<file path="src/rtl/addr_dec_pkg.sv">
package addr_dec_pkg;
    localparam int ADDR_W      = 32;
    localparam int REGION_LSB  = 29;
    localparam int N_FAST      = 4;

    localparam int SLV_ROM0    = 0;
    localparam int SLV_ROM1    = 1;
    localparam int SLV_DSP     = 2;
    localparam int SLV_FAST0   = 3;
    localparam int SLV_SLOW    = SLV_FAST0 + N_FAST;
    localparam int SLV_IRAM    = SLV_SLOW + 1;
    localparam int SLV_DRAM0   = SLV_IRAM + 1;
    localparam int SLV_DRAM1   = SLV_DRAM0 + 1;
    localparam int N_SLV       = SLV_DRAM1 + 1;

    typedef enum logic [1:0] {
        MST_CPU  = 2'd0,
        MST_DSP  = 2'd1,
        MST_DMA  = 2'd2,
        MST_DISP = 2'd3
    } master_e;

    typedef struct packed {
        logic              valid;
        logic [N_SLV-1:0]  sel;
        logic [ADDR_W-1:0] offset;
        logic              err;
    } rsp_t;

    function automatic logic [N_SLV-1:0] one_slave(input int idx);
        logic [N_SLV-1:0] m;
        m = '0;
        m[idx] = 1'b1;
        return m;
    endfunction

    function automatic logic [N_SLV-1:0] fast_set();
        logic [N_SLV-1:0] m;
        m = '0;
        for (int k = 0; k < N_FAST; k++) m[SLV_FAST0 + k] = 1'b1;
        return m;
    endfunction
endpackage

</file>
<file path="src/rtl/region_decode.sv">
module region_decode
    import addr_dec_pkg::*;
#(
    parameter int DRAM0_LOG2 = 25,
    parameter int WIN_LOG2   = 16
) (
    input  logic [ADDR_W-1:0] addr,
    output logic [N_SLV-1:0]  hit,
    output logic [ADDR_W-1:0] offset,
    output logic              unmapped
);
    localparam int IDX_W = REGION_LSB - WIN_LOG2;
    localparam logic [ADDR_W-1:0] REGION_MASK = (ADDR_W'(1) << REGION_LSB) - 1;
    localparam logic [ADDR_W-1:0] DRAM0_MASK  = (ADDR_W'(1) << DRAM0_LOG2) - 1;
    localparam logic [ADDR_W-1:0] WIN_MASK    = (ADDR_W'(1) << WIN_LOG2) - 1;

    logic [IDX_W-1:0]  win_idx;
    logic [N_FAST-1:0] fast_hit;

    assign win_idx = addr[REGION_LSB-1:WIN_LOG2];

    for (genvar k = 0; k < N_FAST; k++) begin : g_win
        assign fast_hit[k] = (win_idx == IDX_W'(k));
    end

    always_comb begin
        hit      = '0;
        offset   = addr & REGION_MASK;
        unmapped = 1'b0;
        case (addr[ADDR_W-1:REGION_LSB])
            3'd0: hit[SLV_ROM0]  = 1'b1;
            3'd1: hit[SLV_ROM1]  = 1'b1;
            3'd2: hit[SLV_DSP]   = 1'b1;
            3'd3: begin
                hit[SLV_FAST0 +: N_FAST] = fast_hit;
                offset   = addr & WIN_MASK;
                unmapped = ~|fast_hit;
            end
            3'd4: hit[SLV_SLOW]  = 1'b1;
            3'd5: hit[SLV_IRAM]  = 1'b1;
            3'd6: begin
                hit[SLV_DRAM0] = 1'b1;
                offset = addr & DRAM0_MASK;
            end
            default: hit[SLV_DRAM1] = 1'b1;
        endcase
    end
endmodule

</file>
<file path="src/rtl/access_filter.sv">
module access_filter
    import addr_dec_pkg::*;
(
    input  master_e          master,
    input  logic             write,
    input  logic [N_SLV-1:0] hit,
    output logic             allowed
);
    localparam logic [N_SLV-1:0] SET_DRAM = one_slave(SLV_DRAM0) | one_slave(SLV_DRAM1);
    localparam logic [N_SLV-1:0] SET_ROM  = one_slave(SLV_ROM0) | one_slave(SLV_ROM1);

    logic [N_SLV-1:0] vis;
    logic             rom_write;

    always_comb begin
        case (master)
            MST_CPU:  vis = '1;
            MST_DSP:  vis = SET_DRAM | one_slave(SLV_IRAM) | one_slave(SLV_DSP);
            MST_DMA:  vis = SET_DRAM | fast_set();
            default:  vis = SET_DRAM;
        endcase
        rom_write = write && |(hit & SET_ROM);
        allowed   = |(hit & vis) && !rom_write;
    end
endmodule

</file>
<file path="src/rtl/sys_addr_decoder.sv">
module sys_addr_decoder
    import addr_dec_pkg::*;
#(
    parameter int DRAM0_LOG2 = 25,
    parameter int WIN_LOG2   = 16
) (
    input  logic              clk,
    input  logic              rst,
    input  logic              req_valid,
    output logic              req_ready,
    input  logic [31:0]       req_addr,
    input  logic              req_write,
    input  logic [1:0]        req_master,
    output logic              rsp_valid,
    output logic [10:0]       rsp_sel,
    output logic [31:0]       rsp_offset,
    output logic              rsp_err
);
    logic [N_SLV-1:0]  hit;
    logic [ADDR_W-1:0] off;
    logic              unmapped;
    logic              allowed;
    logic              accept;
    rsp_t              rsp_d, rsp_q;

    region_decode #(
        .DRAM0_LOG2(DRAM0_LOG2),
        .WIN_LOG2  (WIN_LOG2)
    ) u_region (
        .addr    (req_addr),
        .hit     (hit),
        .offset  (off),
        .unmapped(unmapped)
    );

    access_filter u_filter (
        .master (master_e'(req_master)),
        .write  (req_write),
        .hit    (hit),
        .allowed(allowed)
    );

    assign req_ready = !rst;
    assign accept    = req_valid && req_ready;

    always_comb begin
        rsp_d = '0;
        if (accept) begin
            rsp_d.valid = 1'b1;
            if (!unmapped && allowed) begin
                rsp_d.sel    = hit;
                rsp_d.offset = off;
            end else begin
                rsp_d.err = 1'b1;
            end
        end
    end

    always_ff @(posedge clk) begin
        if (rst) rsp_q <= '0;
        else     rsp_q <= rsp_d;
    end

    assign rsp_valid  = rsp_q.valid;
    assign rsp_sel    = rsp_q.sel;
    assign rsp_offset = rsp_q.offset;
    assign rsp_err    = rsp_q.err;
endmodule


</file>
<file path="config.mk">
export PLATFORM = sky130hd
export DESIGN_NAME = sys_addr_decoder
export DESIGN_NICKNAME = d
export VERILOG_FILES = /design/src/rtl/addr_dec_pkg.sv /design/src/rtl/region_decode.sv /design/src/rtl/access_filter.sv /design/src/rtl/sys_addr_decoder.sv
export SDC_FILE = /design/constraint.sdc
export NUM_CORES = 1
export LEC_CHECK = 0
export ABC_AREA = 0
export BUFFER_PORTS_ARGS = -buffer_cell sky130_fd_sc_hd__buf_2
export CELL_PAD_IN_SITES_DETAIL_PLACEMENT = 2
export CELL_PAD_IN_SITES_GLOBAL_PLACEMENT = 2
export CORE_MARGIN = 3
export CORE_UTILIZATION = 25
export DETAILED_ROUTE_END_ITERATION = 7
export MAX_ROUTING_LAYER = met4
export PLACE_DENSITY = 0.9
export SYNTH_ARGS = -nofsm -noshare
export SYNTH_HDL_FRONTEND = slang
export SYNTH_SLANG_ARGS = --single-unit
</file>
<file path="constraint.sdc">
create_clock -name clk -period 2.6 [get_ports clk]
set_clock_uncertainty 0.05 [all_clocks]
set_input_delay 0.13 -clock clk [delete_from_list [all_inputs] [get_ports clk]]
set_output_delay 0.13 -clock clk [all_outputs]
set_load 0.02 [all_outputs]
</file>
==> Yosys cells after proc, flatten, opt, wreduce, memory -nomap -nowiden <==
Index checks and enable logic that the tools add are counted.
{ "word_totals": {"register_bits": 45, "input_bits": 38, "out_inout_bits": 46, "wordCells": 49} }
{ "classes": {"eq_ne": 11, "muxes": 14, "bitwise": 3, "reduce_logical": 17} }
{ "op_table": {"columns": ["op", "count"], "rows": [
  ["one-hot mux 29 bit (2 select lines)", 1],
  ["two-way mux 45 bit", 1],
  ["two-way mux 43 bit", 1],
  ["one-hot mux 9 bit (3 select lines)", 1],
  ["== test 13 x 2 -> 1 bit (second input constant)", 2],
  ["== test 13 x 1 -> 1 bit (second input constant)", 1],
  ["zero test 13 bit", 1],
  ["AND 11 bit", 1],
  ["OR reduction 11 bit", 1],
  ["== test 3 bit (second input constant)", 3],
  ["two-way mux 1 bit", 9],
  ["OR reduction 7 bit", 1],
  ["== test 3 x 2 -> 1 bit (second input constant)", 2],
  ["logical AND 1 bit", 4],
  ["zero test 1 bit", 4],
  ["two-way mux 4 bit", 1],
  ["OR reduction 2 bit", 2],
  ["OR reduction 4 bit", 1],
  ["== test 3 x 1 -> 1 bit (second input constant)", 1],
  ["zero test 3 bit", 1],
  ["OR reduction 3 bit", 1],
  ["== test 2 x 1 -> 1 bit (second input constant)", 1],
  ["== test 2 bit (second input constant)", 1],
  ["zero test 2 bit", 1],
  ["inverter 1 bit", 2]
]} }

==> Depth between registers and ports, before layout <==
Gate-level depths: netlist (run 1).
{ "depth": {"depth_word": 9, "depth_mapped": 5, "depth_no_buf": 4} }

==> By module <==
From an unflattened synthesis (run 1), not the netlist that was laid out.
{ "unflattened": {"cells_unflattened": 163, "hier_area_um2": 1744.2} }
{ "modules_own_cells": {"columns": ["module", "instances", "cells_each", "area_per_inst_um2", "seq_area_each_um2"], "rows": [
  ["sys_addr_decoder", 1, 97, 1252.5, 900.9],
  ["region_decode", 1, 57, 439.2, 0.0],
  ["access_filter", 1, 9, 52.6, 0.0]
]} }

==> Worst setup path before layout (run 1) <==
No wires, ideal clock.
{ "synth_timing": {"path_type": "input-to-reg", "start": "input req_addr[30]", "end": "register rsp_q (netlist bit rsp_sel[4])", "setup_ns": 0.088, "arrival_time_ns": 1.219, "required_time_ns": 2.462, "slack_ns": 1.243, "path_stages": 5, "n_path_buf": 2, "cell_sequence": "clkbuf_1 -> a21oi_1 -> a2111o_1 -> buf_6 -> nor4b_2"} }
{ "synth_between": {"elab_chain_len": 9, "word_cells_on_any_way": 27, "classes_between": "eq/ne: 6; mux: 9; bitwise: 2; reduce/logical: 10"} }
{ "synth_lines": {"columns": ["item", "line_no", "rtl"], "rows": [
  ["start, declared", "sys_addr_decoder.sv:11", "input logic [31:0] req_addr,"],
  ["== test 3 x 1 -> 1 bit, or another cell as far along", "region_decode.sv:30", "case (addr[ADDR_W-1:REGION_LSB])"],
  ["OR reduction 7 bit (no source line) / two-way mux 1 bit (equally long branches)", null, null],
  ["two-way mux 1 bit / OR reduction 2 bit (equally long branches)", "region_decode.sv:30, access_filter.sv:22", null],
  ["AND 11 bit / logical AND 1 bit (equally long branches)", "access_filter.sv:23, access_filter.sv:22", null],
  ["OR reduction 11 bit / zero test 1 bit (equally long branches)", "access_filter.sv:23", "allowed = |(hit & vis) && !rom_write;"],
  ["logical AND 1 bit", "access_filter.sv:23", null],
  ["logical AND 1 bit", "sys_addr_decoder.sv:50", "if (!unmapped && allowed) begin"],
  ["inverter 1 bit (no source line)", null, null],
  ["OR reduction 3 bit (no source line)", null, null],
  ["end signal, assigned", "sys_addr_decoder.sv:61", "else rsp_q <= rsp_d;"],
  ["end, declared", "sys_addr_decoder.sv:24", "rsp_t rsp_d, rsp_q;"]
]} }
Parallel ways exist; a longest one is shown, timed or not.
A chain may end at the register's enable or synchronous reset.

==> Worst setup path after layout (run 1) <==
{ "layout_timing": {"start": "input req_addr[31]", "end": "register rsp_q (netlist bit rsp_offset[0])"} }
{ "layout_between": {"elab_chain_len": 9, "word_cells_on_any_way": 27, "classes_between": "eq/ne: 6; mux: 9; bitwise: 2; reduce/logical: 10"} }
{ "layout_lines": {"columns": ["item", "line_no"], "rows": [
  ["== test 3 x 1 -> 1 bit, or another cell as far along", "region_decode.sv:30"],
  ["OR reduction 7 bit (no source line) / two-way mux 1 bit (equally long branches)", null],
  ["two-way mux 1 bit / OR reduction 2 bit (equally long branches)", "region_decode.sv:30, access_filter.sv:22"],
  ["AND 11 bit / logical AND 1 bit (equally long branches)", "access_filter.sv:23, access_filter.sv:22"],
  ["OR reduction 11 bit / zero test 1 bit (equally long branches)", "access_filter.sv:23"],
  ["logical AND 1 bit", "access_filter.sv:23"],
  ["logical AND 1 bit (*)", "sys_addr_decoder.sv:50"],
  ["inverter 1 bit (no source line) (*)", null],
  ["OR reduction 3 bit (no source line) (*)", null]
]} }
Mark *: on every way between the ends. The rest lies on a longest branch, timed or not.

==> metrics.csv, run 1 <==
metric;value;unit
io-pin-count;84;
swShare;25.1;%
end_kind;flop;
yosys_register_bits;42;
pwr-share-comb;11.1;%
leakagePower;1.05;nW
vias;1224;
finalSetupViolCount;0;
yosysWarnings;0;
grt_pass1_vias;1361;
post-route-drc-count;0;
cts.clk_slew.worst_paths;0.08;ns
path_cells;buf_2 > and2b_4 > nand2_1 > a31o_2 > and3_1;
finalNetCount;242;
crit_type;in2reg;
yosys-mux-area-fraction;0;%
cts_tree;built;
clock_tree.root_cell;clkbuf_8;
synth_edf_count;0;
dominantRegCellSynth;dfxtp_1;
synth_compound_area_share;4.71;%
postRouteAntennaNets;0;
area_delta_synth_final;44.3;%
drt_iter0_drc;38;
max_clock_freq;772;MHz
coreArea;0.00494;mm²
p_seq_share;55.0;%
die-width;78.9;µm
place_inst;259;
wl_per_cell;17.1;µm
finalWorstSetupSlack;1.31;ns
rsz0062_at_grt;no;
n_antenna_cell;0;
critical_path_arrival;1.43;ns
post_cts_resized;0;
yosysUniqueCellTypes;25;
fin_crit;1.29;ns
clockBufferDepth;2;
maxSlewViolCount;0;
synth_top_family_by_area;simple AND/OR/NAND/NOR gates;
via_per_inst;4.50;
drt_first_pass_iters;4;
wl;4650;µm
hpwl;3600;µm
clock_power_share;33.8;%
synth.avg_cell_area;11.2;µm²
worst-path-buf-inv;1;
io_buffers;80;
fp.dieH;78.9;µm
fin_cells;272;
overflow;0;
htree_num_levels;2;
synth-async-reset-ratio;0;%
grt_max_degree;31;
hold_end;rsp_offset[14]$_SDFF_PP0_;
synthAdderAreaFrac;0;%
dieArea;0.00623;mm²
fp-row-count;25;
drive_gt1_share;45.4;%
post-place-ws;1.02;ns
hold_path.class;in2reg;
post-route-period-util;49.8;%
p_int;902;µW
grt_antenna_before_repair;0;
postSynthCellCount;119;
peakVddDrop;0.197;mV
cts_sinks;42;
finalHoldViolations;0;
max_cap_viol_count;0;
worstHoldStart;req_addr[14];
cts_inserted_buffers;5;
synth_xor_area_share;0;%
setup_tns;0;ns
status;finished clean;
syn-cell-area;0.00133;mm²
required;2.74;ns
track_usage;15.8;%
critical-path-top-delay-family;simple AND/OR/NAND/NOR gates;
p_switching;302;µW
critical-path-slowest-cell;a31o_2;
synth-seq-area-share;63.3;%
cp-start-kind;primary input;
post_cts_buffers;0;
cpPeakStageDelay;0.40;ns
grt_pass1_wl;7220;µm
initial_core_util;26.9;%
p_per_area;629;mW/mm²
synth_simple_gate_area_share;26.1;%
finalWeightedCongestion;0.810;
crit_path_max_fanout;17;
holdPathStages;2;
==> worst max-delay path by stage <==
stage	end	slack, ns	cells past startpoint	start
2_1_floorplan	rsp_sel[4]$_SDFF_PP0_	1.24	5	req_addr[30]
3_3_place_gp	rsp_offset[15]$_SDFF_PP0_	1.07	5	req_addr[31]
3_5_place_dp	rsp_sel[0]$_SDFF_PP0_	1.02	5	req_addr[31]
4_1_cts	rsp_sel[0]$_SDFF_PP0_	1.32	5	req_addr[31]
5_1_grt	rsp_sel[0]$_SDFF_PP0_	1.21	5	req_addr[31]
6_report	rsp_offset[0]$_SDFF_PP0_	1.31	5	req_addr[31]
==> metrics by stage <==
stage / power, mW / instance area, µm² / utilization [%] / hold slack, ns
3_3_place_gp: 0.799 / 1780 / 36.0 / 0.304
6_report: 1.20 / 1920 / 38.8 / 0.0113
4_1_cts: 1.22 / 1910 / 38.6 / 0.0000200
2_1_floorplan: 0.746 / 1340 / - / 0.151
5_1_grt: 1.27 / 1920 / 38.8 / 0.00381
3_5_place_dp: 0.807 / 1780 / 36.0 / 0.312
==> synth_stat cells, drive strengths merged (2+ instances only) <==
cell type,count,area (µm²)
clkbuf,3,11.3
nand2b,3,18.8
and3,30,188
nor4b,2,30.0
nor3,3,15.0
inv,4,15.0
a21oi,3,15.0
nor3b,2,15.0
buf,7,48.8
dfxtp,42,841
nand2,4,15.0
nor4,5,31.3
==> metal layers <==
layer / share of wire [%] / up-vias / wire length (µm) / track usage (%)
met5: 0 / - / 0 / -
met4: 2.9 / 0 / 135 / 7.04
met3: 4.8 / 10 / 223 / 3.29
met2: 57 / 45 / 2670 / 30.5
met1: 35 / 591 / 1620 / 15.1
li1: - / 578 / - / -
==> cell type report <==
class	instances	area (µm²)
Multi-Input combinational cell	65	433
Tap cell	67	83.8
Fill cell	578	3030
Sequential cell	42	841
Clock buffer	6	72.6
Timing Repair Buffer	86	458
Inverter	4	15.0
Clock inverter	2	13.8
==> logic make-up (layout without fill, tap and decap cells) <==
logic type,Yosys count,count (layout)
simple gates,54,54
flops,42,42
buf+inv,14,98
compound gates,8,8
other cells,1,3
==> registers in the layout (all words and copies together), names as in the netlist <==
name        cells
rsp_err         1
rsp_sel        11
rsp_offset     29
rsp_valid       1
==> repair_timing <==
action | 4_1_cts | 5_1_grt
hold endpoints to repair | 4 | 1
setup endpoints to repair | 0 | 0
hold buffers | 4 | 1
==> layout by cell type, fill, tap and decap left out, drive strengths merged, types with 2 or more instances in the layout <==
cell	n
a21oi	3
and3	30
buf	81
clkbuf	6
clkinv	2
conb	3
dfxtp	42
dlygate4sd3	5
inv	4
nand2	4
nand2b	3
nor3	3
nor3b	2
nor4	5
nor4b	2
==> power by group through the flow <==
stage               Clock (mW)  Combinational (mW)  Sequential, mW
CTS                      0.425               0.135           0.663
global route             0.458               0.147           0.665
finish                   0.408               0.134           0.663
detailed placement           0               0.128           0.678
floorplan                    0              0.0463           0.700
global placement             0               0.122           0.677
Power figures use the tool's default switching activity.
==> inputs of run 2 (changes only) <==
- CORE_UTILIZATION: 25 -> 21
- PLACE_DENSITY: 0.9 -> 0.81
- clock period: 2.6 -> 1.05 ns (I/O delays scaled with it)
==> metrics.csv, run 2 (synthesis results as in run 1) <==
metric;value;unit;change
grt_pass1_wl;7680;µm;+6.4%
grt_antenna_before_repair;0;;unchanged
hpwl;3270;µm;-9.1%
wl_met1;2060;µm;+28%
die-width;85.5;µm;+8.4%
max_clock_freq;997;MHz;
post-route-period-util;95.5;%;
grt_pass1_vias;1435;;+5.4%
drt_first_pass_iters;4;;unchanged
critical_path_arrival;1.15;ns;-0.28 ns
drive_gt1_share;49.4;%;+4.0 points
track_usage;14.2;%;-1.7 points
postRouteAntennaNets;0;;unchanged
dieArea;0.00732;mm²;+18%
cts_sinks;42;;unchanged
finalNetCount;282;;+17%
status;finished with violations;;
critical-path-slowest-cell;a2111o_1;;
critical-path-top-delay-family;simple AND/OR/NAND/NOR gates;;
finalSetupViolCount;0;;unchanged
required;1.20;ns;-1.54 ns
cp-start-kind;primary input;;
final_common_cell;buf_2;;
hold_end;rsp_sel[2]$_SDFF_PP0_;;
area_delta_synth_final;81.4;%;
htree_num_levels;2;;unchanged
initial_core_util;22.1;%;-4.8 points
clockBufferDepth;2;;unchanged
fp-row-count;28;;+12%
cpPeakStageDelay;0.49;ns;+0.09 ns
highest_layer;met4;;
io_buffers;80;;unchanged
cts_tree;built;;
worstHoldStart;req_addr[31];;
n_antenna_cell;0;;unchanged
leakagePower;1.25;nW;+19%
cts_inserted_buffers;5;;unchanged
place_inst;279;;+7.7%
wl;4970;µm;+6.9%
worst-path-buf-inv;1;;unchanged
coreArea;0.00603;mm²;+22%
clock_tree.root_cell;clkbuf_8;;
crit_path_max_fanout;6;;-11
wl_met2;2600;µm;-2.5%
grt_max_degree;31;;unchanged
io-pin-count;84;;unchanged
hold_path.class;in2reg;;
fin_cells;320;;+18%
max_cap_viol_count;0;;unchanged
finalWeightedCongestion;0.746;;-7.9%
largest_reg_flops;29;;unchanged
violations;hold timing;;
via_per_inst;4.24;;-5.8%
fin_crit;1.00;ns;
end_kind;flop;;
dr_wl_met3;244;µm;+9.4%
fp.dieH;85.5;µm;+8.4%
holdPathStages;3;;+1
finalWorstSetupSlack;0.0470;ns;-1.26 ns
vias;1357;;+11%
maxSlewViolCount;0;;unchanged
finalHoldViolations;2;;+2
final_cell_mix;buf_2 (78), dfxtp_1 (42), and3_1 (30);;
crit_type;in2reg;;
post-place-ws;-0.369;ns;-1.38 ns
overflow;0;;unchanged
path_cells;buf_6 > and2b_4 > a2111o_1 > nor4b_2;;
post-route-drc-count;0;;unchanged
cts.clk_slew.worst_paths;0.08;ns;about the same
p_per_area;1340;mW/mm²;+110%
peakVddDrop;0.466;mV;+140%
drt_iter0_drc;50;;+32%
whs;-0.000462;ns;-0.0117 ns
wl_per_cell;15.5;µm;-9.1%
[run 2: final cells by class]
cell class / count / area [µm²]
multi-input cells: 66 / 513
well taps: 75 / 93.8
fillers: 667 / 3620
flip-flops and latches: 42 / 841
clock buffers: 6 / 82.6
repair buffers: 125 / 848
inverters: 4 / 18.8
clock inverters: 2 / 12.5
[run 2: how the worst max path moves through the flow]
stage | start | end | cells after the start
final | req_addr[31] | rsp_sel[4]$_SDFF_PP0_ | 4
after global routing | req_master[1] | rsp_sel[4]$_SDFF_PP0_ | 5
after CTS | req_addr[31] | rsp_sel[4]$_SDFF_PP0_ | 5
after detailed placement | req_addr[31] | rsp_sel[5]$_SDFF_PP0_ | 4
after global placement | req_addr[31] | rsp_sel[4]$_SDFF_PP0_ | 4
after floorplan | req_addr[31] | rsp_sel[4]$_SDFF_PP0_ | 4
[run 2: metrics by stage]
stage	utilization [%]	area (µm²)	setup TNS [ns]	power (mW)
2_1_floorplan	-	1360	-1.28	1.85
3_3_place_gp	31.5	1900	-9.47	2.02
3_5_place_dp	31.5	1900	-10.70	2.04
4_1_cts	38.3	2310	0	3.22
5_1_grt	40.0	2410	-0.00192	3.38
6_report	40.0	2410	0	3.22
[run 2: timing repair]
item	4_1_cts	5_1_grt
gates cloned	1	0
setup buffers	0	3
resized for setup	2	13
hold buffers	29	0
endpoints found under the setup margin	4	35
hold endpoints to repair	32	0
pin swaps	1	3
[run 2: worst min-delay path, cell delays in order]
cell	delay [ns]
buf_6	0.07
buf_4	0.12
nor4b_2	0.05
[run 2: report_power, final]
group          switching (mW)  internal (mW)
combinational           0.243          0.252
clock                   0.555          0.529
sequential            0.00970           1.63
total                   0.808           2.41
[run 2: per-layer routing]
metal | vias to the layer above | global-route usage [%]
li1 | 662 | -
met1 | 633 | 15.9
met2 | 57 | 25.1
met3 | 5 | 2.69
met4 | 0 | 4.75
met5 | - | -
